File: config.mk
export PLATFORM = sky130hd
export DESIGN_NAME = dmov_wb_stage
export DESIGN_NICKNAME = d
export VERILOG_FILES = /design/src/rtl/dmov_pkg.sv /design/src/rtl/dmov_wb_ctrl.sv /design/src/rtl/dmov_wb_dpath.sv /design/src/rtl/dmov_wb_stage.sv
export SDC_FILE = /design/constraint.sdc
export NUM_CORES = 1
export LEC_CHECK = 0
export BUFFER_PORTS_ARGS = -buffer_cell sky130_fd_sc_hd__buf_2
export CAP_MARGIN = 20
export CORE_ASPECT_RATIO = 1.75
export CORE_UTILIZATION = 29
export CTS_CLUSTER_DIAMETER = 200
export DETAILED_ROUTE_END_ITERATION = 10
export SETUP_SLACK_MARGIN = 0.1
export SLEW_MARGIN = 20
export SYNTH_ARGS = -nofsm -noshare
export SYNTH_HDL_FRONTEND = slang
export SYNTH_HIERARCHICAL = 1
export SYNTH_SLANG_ARGS = --single-unit
File: constraint.sdc
create_clock -name clk -period 4.2 [get_ports clk]
set_input_delay 0.21 -clock clk [delete_from_list [all_inputs] [get_ports clk]]
set_output_delay 0.21 -clock clk [all_outputs]
set_load 0.01 [all_outputs]
File: src/rtl/dmov_pkg.sv
package dmov_pkg;

  typedef enum logic [1:0] {
    KIND_NONE  = 2'd0,
    KIND_WRITE = 2'd1,
    KIND_DMOV  = 2'd2,
    KIND_MOVE  = 2'd3
  } instKind_e;

  // strobes from control to datapath
  typedef struct packed {
    logic capture;        // load write-back slot this cycle
    logic captureFromOpA; // slot value comes from operand A
    logic commit;         // slot contents go to the array at this edge
    logic fwdEn;          // slot may be forwarded to this cycle's reads
  } wbStrobe_t;

endpackage

File: src/rtl/dmov_wb_ctrl.sv
module dmov_wb_ctrl
  import dmov_pkg::*;
#(
  parameter int BYPASS_TOP = 0
) (
  input  logic      clk,
  input  logic      rstN,
  input  logic      instValid,
  input  instKind_e kind,
  output wbStrobe_t strobe,
  output logic      irqHold
);

  logic slotValid;
  logic slotDeferred;
  logic captureNow;
  logic captureDeferred;
  logic commitNow;

  assign captureNow      = instValid && (kind != KIND_NONE);
  // in window mode every write is deferred
  assign captureDeferred = (BYPASS_TOP != 0) || (kind == KIND_DMOV);
  // a deferred entry waits for the next issued instruction's operand read
  assign commitNow       = slotValid && (!slotDeferred || instValid);

  always_comb begin
    strobe                = '0;
    strobe.capture        = captureNow;
    strobe.captureFromOpA = (kind == KIND_DMOV) || (kind == KIND_MOVE);
    strobe.commit         = commitNow;
    strobe.fwdEn          = slotValid && !slotDeferred && (BYPASS_TOP == 0);
  end

  assign irqHold = slotValid && slotDeferred;

  always_ff @(posedge clk or negedge rstN) begin
    if (!rstN) begin
      slotValid    <= 1'b0;
      slotDeferred <= 1'b0;
    end else if (captureNow) begin
      slotValid    <= 1'b1;
      slotDeferred <= captureDeferred;
    end else if (commitNow) begin
      slotValid    <= 1'b0;
      slotDeferred <= 1'b0;
    end
  end

endmodule

File: src/rtl/dmov_wb_dpath.sv
module dmov_wb_dpath
  import dmov_pkg::*;
#(
  parameter int DATA_W     = 16,
  parameter int IDX_W      = 4,
  parameter int BYPASS_TOP = 0
) (
  input  logic              clk,
  input  logic              rstN,
  input  wbStrobe_t         strobe,
  input  logic [IDX_W-1:0]  srcA,
  input  logic [IDX_W-1:0]  srcB,
  input  logic [IDX_W-1:0]  dstIdx,
  input  logic [DATA_W-1:0] resData,
  output logic [DATA_W-1:0] operandA,
  output logic [DATA_W-1:0] operandB
);

  localparam int NREGS = 1 << IDX_W;
  localparam int NPORTS = 2;
  localparam logic [IDX_W-1:0] TOP_IDX = IDX_W'(NREGS - 1);

  logic [DATA_W-1:0] regs [NREGS];
  logic [IDX_W-1:0]  slotIdx;
  logic [DATA_W-1:0] slotData;
  logic [IDX_W-1:0]  rdIdx [NPORTS];
  logic [DATA_W-1:0] rdVal [NPORTS];
  logic              commitAllowed;

  assign rdIdx[0] = srcA;
  assign rdIdx[1] = srcB;

  for (genvar p = 0; p < NPORTS; p++) begin : g_read
    if (BYPASS_TOP != 0) begin : g_window
      always_comb begin
        if (rdIdx[p] == TOP_IDX)
          rdVal[p] = slotData;
        else
          rdVal[p] = regs[rdIdx[p]];
      end
    end else begin : g_plain
      always_comb begin
        if (strobe.fwdEn && (slotIdx == rdIdx[p]))
          rdVal[p] = slotData;
        else
          rdVal[p] = regs[rdIdx[p]];
      end
    end
  end

  assign operandA = rdVal[0];
  assign operandB = rdVal[1];

  if (BYPASS_TOP != 0) begin : g_commit_window
    assign commitAllowed = strobe.commit && (slotIdx != TOP_IDX);
  end else begin : g_commit_plain
    assign commitAllowed = strobe.commit;
  end

  always_ff @(posedge clk or negedge rstN) begin
    if (!rstN) begin
      slotIdx  <= '0;
      slotData <= '0;
    end else if (strobe.capture) begin
      slotIdx  <= dstIdx;
      slotData <= strobe.captureFromOpA ? rdVal[0] : resData;
    end
  end

  always_ff @(posedge clk or negedge rstN) begin
    if (!rstN) begin
      for (int i = 0; i < NREGS; i++) regs[i] <= '0;
    end else if (commitAllowed) begin
      regs[slotIdx] <= slotData;
    end
  end

endmodule

File: src/rtl/dmov_wb_stage.sv
module dmov_wb_stage
  import dmov_pkg::*;
#(
  parameter int DATA_W     = 16,
  parameter int IDX_W      = 4,
  parameter int BYPASS_TOP = 0
) (
  input  logic              clk,
  input  logic              rstN,
  input  logic              instValid,
  input  logic [1:0]        opKind,
  input  logic [IDX_W-1:0]  srcA,
  input  logic [IDX_W-1:0]  srcB,
  input  logic [IDX_W-1:0]  dstIdx,
  input  logic [DATA_W-1:0] resData,
  output logic [DATA_W-1:0] operandA,
  output logic [DATA_W-1:0] operandB,
  output logic              irqHold
);

  wbStrobe_t strobe;

  dmov_wb_ctrl #(.BYPASS_TOP(BYPASS_TOP)) u_ctrl (
    .clk       (clk),
    .rstN      (rstN),
    .instValid (instValid),
    .kind      (instKind_e'(opKind)),
    .strobe    (strobe),
    .irqHold   (irqHold)
  );

  dmov_wb_dpath #(
    .DATA_W     (DATA_W),
    .IDX_W      (IDX_W),
    .BYPASS_TOP (BYPASS_TOP)
  ) u_dpath (
    .clk      (clk),
    .rstN     (rstN),
    .strobe   (strobe),
    .srcA     (srcA),
    .srcB     (srcB),
    .dstIdx   (dstIdx),
    .resData  (resData),
    .operandA (operandA),
    .operandB (operandB)
  );

endmodule

[Word-level counts from Yosys, hierarchy flattened]
Index checks and enable logic that the tools add are counted.
Word-level totals
  word-level logic and storage cells: 58
  RAM bits: 0
  memories kept: 0
  input bits: 33
  output and inout bits: 33
  flip-flop bits (word level): 278
  bits in read-only memories: 0
  bits in latches: 0
Cells by class
  add/sub/neg operators: 0
  reduce and logical (&&, ||, !) cells: 12
  order comparisons: 4
  bitwise operators: 3
  mux-type cells: 15
  equal/unequal tests: 4
  multiply operators: 0
  divide/modulo/power cells: 0
  shifts and indexed selects: 0
Operator list (number)
  $bwmux W256: 1
  $bmux W16 S4: 2
  $mux W16: 8
  $demux W16 S4: 1
  $ge A5 B5 Y1 const B: 3
  $not A4 Y5: 3
  $eq A4 B4 Y1: 2
  $logic_and A1 B1 Y1: 7
  $lt A5 B1 Y1 const B: 1
  $eq A2 B2 Y1 const B: 2
  $reduce_bool A2 Y1: 2
  $mux W1: 3
  $logic_or A1 B1 Y1: 2
  $logic_not A1 Y1: 1

[Depth between registers and ports, before layout]
  depth after elaboration: 6
  gate-level depth with buffers: 9
  gate-level depth less buffers: 6

[Cells and area by module]
The synthesis kept the hierarchy.
Modules (own cells, without submodules)
  dmov_wb_dpath: times used 1, sequential area each 6906.6 um^2, area each 14757.9 um^2, cells an instance 1017
  dmov_wb_ctrl: times used 1, sequential area each 50.0 um^2, area each 125.1 um^2, cells an instance 16

[Least setup slack after synthesis]
Ideal clock, no wire load.
  path type: input to output
  start: input srcB[3]
  end: output operandB[0]
  arrival time: 1.950 ns
  path slack: 2.040 ns
  required time: 3.990 ns
  path buffers: 2
  stages on the path: 5
  path through: clkbuf_1 -> clkbuf_1 -> mux4_2 -> mux4_2 -> mux2_2
Between the ends
  word-level cells in the longest chain between the ends: 5
  elaborated cells between the ends (all ways): 7
  those cells by class: eq/ne (1); mux (4); bitwise (1); reduce/logical (1)
Ends and longest elaborated chain
  start, declared: RTL line dmov_wb_stage.sv:13  | input logic [IDX_W-1:0] srcB,
  $not A4 Y5 (implied by the code): RTL line dmov_wb_dpath.sv:46  | rdVal[p] = regs[rdIdx[p]];
  $bmux W16 S4: RTL line dmov_wb_dpath.sv:46
  $mux W16 (implied by the code) (2 in a row): RTL line dmov_wb_dpath.sv:46
  $mux W16 *: RTL line dmov_wb_dpath.sv:43  | if (strobe.fwdEn && (slotIdx == rdIdx[p]))
  end, declared: RTL line dmov_wb_stage.sv:17  | output logic [DATA_W-1:0] operandB,
Every way passes the cells marked *; elsewhere a longest branch is shown, timed or not. The select of a mux whose other input is x is not followed.

[Final worst setup path]
  start: register u_dpath.slotIdx[2]
  end: output operandA[8]
Between the ends
  word-level cells in the longest chain between the ends: 3
Ends and longest elaborated chain
  start, declared: RTL line dmov_wb_dpath.sv:24  | logic [IDX_W-1:0] slotIdx;
  start signal, assigned: RTL line dmov_wb_dpath.sv:65  | slotIdx <= dstIdx;
  $eq A4 B4 Y1: RTL line dmov_wb_dpath.sv:43
  $logic_and A1 B1 Y1: RTL line dmov_wb_dpath.sv:43
  $mux W16: RTL line dmov_wb_dpath.sv:43
  end, declared: RTL line dmov_wb_stage.sv:16  | output logic [DATA_W-1:0] operandA,
Every way passes these cells.

==> metrics.md <==
| Metric | Value |
|---|---|
| Layout cells sized above 1 | `0.300` |
| Post-Synthesis Cells | `between 1000 and 1500` |
| Post-route ant nets | `0` |
| Post-CTS Setup Bufs | `0` |
| Vias per cell | `between 5 and 6` |
| DRT Wirelength | `44.5 mm` |
| Die H | `slightly above 300 µm` |
| Clock buffer depth | `3` |
| Final Hold Vio Count | `0` |
| Post-DR wirelength/cell | `25.0 µm` |
| RePlAce Congestion | `between 0.7 and 0.8` |
| Initial antenna violation count | `0` |
| Met1 Use GR | `0.234` |
| Leakage | `around 7.6 nW` |
| Maxcap violations | `0` |
| Vias | `roughly 9800` |
| Die area | `around 52000 µm²` |
| Tightest Hold Check Type | `in -> reg` |
| Rel. slew slack | `0.334` |
| Top Usage Layer GRT | `met2` |
| CTS tree | `done` |
| Hold endpoint | `u_ctrl/slotValid$_DFFE_PN0P_` |
| Reg-to-reg startpoint | `u_ctrl/slotDeferred$_DFFE_PN0P_` |
| Worst slew pin tran | `0.999 ns` |
| Setup_tns | `0 ns` |
| Power Density | `~560 nW/µm²` |
| Pin count of the biggest net entering global routing | `~110` |
| Vias in the first global route | `approximately 10000` |
| Chip Width | `around 170 µm` |
| CORE AREA | `slightly above 50000 µm²` |
| Diodes inserted | `0` |
| Async SR Flop Fraction | `1.00` |
| DR pass1 iterations | `5` |
| Area grow syn2layout | `15.5%` |
| Ys Warns | `6` |
| Initial Utilization | `0.294` |
| Crit path max fanout | `16` |
| Fmax | `approximately 320 MHz` |
| Residual DRC | `0` |
| Nets | `about 1100` |
| Post-synth cell types | `34` |
| CP peak stage delay | `roughly 0.85 ns` |
| Reg clk slew, reported paths | `around 0.060 ns` |
| Row count | `~110` |
| Fin crit period | `between 3 and 4 ns` |
| Critical path data required time | `~4 ns` |
| Setup CP Type | `reg -> out` |
| Slowest cell on crit path | `dfrtp_1` |
| Initial DRC Count | `slightly below 800` |
| Global-route wire length before repair | `approximately 68 mm` |
| Multi-input logic area | `between 7000 and 8000 µm²` |
| H-tree level count | `1` |
| Fill count | `4891` |
| Total Routing Usage GR | `0.174` |
| Setup crit start kind | `flop` |
| Crit share post-route | `0.733` |
| CTS Sinks | `278` |
| Detailed Place HPWL | `roughly 27 mm` |
| Setup violators final | `0` |
| CP Cell Sequence | `xor2_1 > nor3_2 > nand2_2 > mux2i_1 > buf_2` |
| PortBufs | `65` |
| EDFF count, synth | `0` |
| Worst setup EP type | `primary output` |
| Yosys reg bits | `278` |
| Hold_sp | `instValid` |
| CTS Buf Count | `28` |
| Max Slew Vio Count | `0` |
| Register area share after synthesis | `0.467` |
| RSZ-0062 raised after global routing | `no` |
| Flop2flop setup slack | `~1.4 ns` |
| Max VDD drop | `0.000264 V` |
| CTS root buf | `clkbuf_16` |
| Status | `completed` |
| Num ports | `66` |
| Worst R2R End | `u_dpath/regs[228]$_DFFE_PN0P_` |
| Met3 usage | `0.0295` |
| Met2 usage | `0.280` |
| Synth Area per Inst | `around 14 µm²` |
| Power Total | `9.67 mW` |
| Post-synth net total | `1066` |
| GRT Residual Overflow | `0` |
| Dominant synthesized flop cell | `dfrtp_1` |
| Clock latency on the worst-skew pair | `0.55 ns` |
| Worst reg2reg path depth | `5` |
| Layout Skew | `0.0120 ns` |
| Mapped cell area | `between 10000 and 15000 µm²` |
| Data arrival, critical path | `2.87 ns` |
| Register Area | `6960 µm²` |
| Hold depth | `3` |
[what timing repair did]
item / in CTS / in global routing
hold endpoints to repair: 107 / 0
resized for setup: 0 / 0
hold buffers: 23 / 0
[per-layer routing]
layer,vias up,wire length (µm)
met5,-,0
met2,385,21300
li1,4109,-
met1,5224,18800
met3,88,2730
met4,0,1610
[worst max-delay path: cells and delay by family, from the launching register on]
family                    cells  cell delay (ns)
DFF                           1             0.85
xor gates and xnor gates      1             0.16
and+or+nand+nor               2             0.76
muxes                         1             0.35
buffers and inverters         1             0.18
[synthesized netlist by cell type (4+ instances only)]
cell | instances | share of area
o21ai_1 | 64 | 0.022
nand2_1 | 71 | 0.018
a22o_1 | 16 | 0.0094
buf_6 | 7 | 0.0053
nand4_1 | 17 | 0.0071
dfrtp_1 | 278 | 0.47
buf_2 | 26 | 0.0087
a221oi_1 | 16 | 0.0094
inv_1 | 18 | 0.0045
mux4_2 | 144 | 0.22
o211ai_1 | 16 | 0.0081
nand3_1 | 4 | 0.0013
clkbuf_1 | 62 | 0.016
mux2i_1 | 16 | 0.011
xor2_1 | 6 | 0.0035
a2bb2oi_1 | 16 | 0.0094
nor3_2 | 8 | 0.0054
mux2_1 | 192 | 0.15
nor2b_1 | 4 | 0.0017
mux2_2 | 20 | 0.015
buf_4 | 4 | 0.0020
nor2_1 | 10 | 0.0025
[power breakdown]
| group | internal [mW] | switching, mW | leakage, nW |
|---|---|---|---|
| Sequential | 3.62 | 0.762 | 3.67 |
| Clock | 1.55 | 1.07 | 0.469 |
| Combinational | 1.57 | 1.09 | 3.44 |
[cell families after synthesis]
kind of cell,share of synthesized area
muxes,0.389
DFF,0.467
AOI/OAI and AO/OA,0.0600
and+or+nand+nor,0.0420
buffers and inverters,0.0367
xor gates and xnor gates,0.00471
[area by class of cell]
type                            instances  share of cell area
Multi-Input combinational cell        636               0.434
Sequential cell                       278               0.405
Timing Repair Buffer                  127              0.0531
Tap cell                              666              0.0485
Clock buffer                           40              0.0481
Clock inverter                         11             0.00801
Inverter                               18             0.00393
[cell usage in the layout, fill, tap and decap left out, types with 4 or more instances in the layout]
master         count
dlygate4sd3_1     23
clkbuf_1           5
buf_4             37
mux2_2            20
buf_2             62
dfrtp_1          278
o21ai_1           64
nor3_4             7
nand2_1           71
a221oi_1          16
clkbuf_16         29
o211ai_1          16
nand4_1           17
mux4_2           144
buf_12             4
a2bb2oi_1         16
mux2i_1           16
nand3_1            4
nor2_1             5
xor2_1             6
a22o_1            16
clkinv_2           5
inv_1             18
clkbuf_8           6
mux2_1           192
[state kept, by name, summed over array words and instances, names as in the netlist]
name                 flops
u_dpath/slotData        16
u_dpath/regs           256
u_ctrl/slotValid         1
u_dpath/slotIdx          4
u_ctrl/slotDeferred      1
[worst max path at each step]
stage,start,to,slack (ns),cells past startpoint
6_report,u_dpath/slotIdx[2]$_DFFE_PN0P_,operandA[8],1.12,5
5_1_grt,u_dpath/slotIdx[2]$_DFFE_PN0P_,operandA[8],0.99,5
4_1_cts,u_dpath/slotIdx[2]$_DFFE_PN0P_,operandB[15],1.12,5
3_5_place_dp,srcA[0],operandA[5],1.23,7
3_3_place_gp,srcA[0],operandA[5],1.22,7
2_1_floorplan,srcB[3],operandB[0],2.04,5
[per-stage QoR]
| step | hold slack, ns | area, µm² | util | std cells | worst slack [ns] |
|---|---|---|---|---|---|
| 3_3_place_gp | 0.266 | 16000 | 0.316 | 1702 | 1.22 |
| 4_1_cts | 0.00587 | 17200 | 0.340 | 1776 | 1.12 |
| 5_1_grt | 0.0401 | 17200 | 0.340 | 1776 | 0.990 |
| 3_5_place_dp | 0.270 | 16000 | 0.316 | 1702 | 1.23 |
| 6_report | 0.0395 | 17200 | 0.340 | 1776 | 1.12 |
| 2_1_floorplan | -0.0856 | 14900 | - | 1033 | 2.04 |
(Power assumes the default switching activity.)
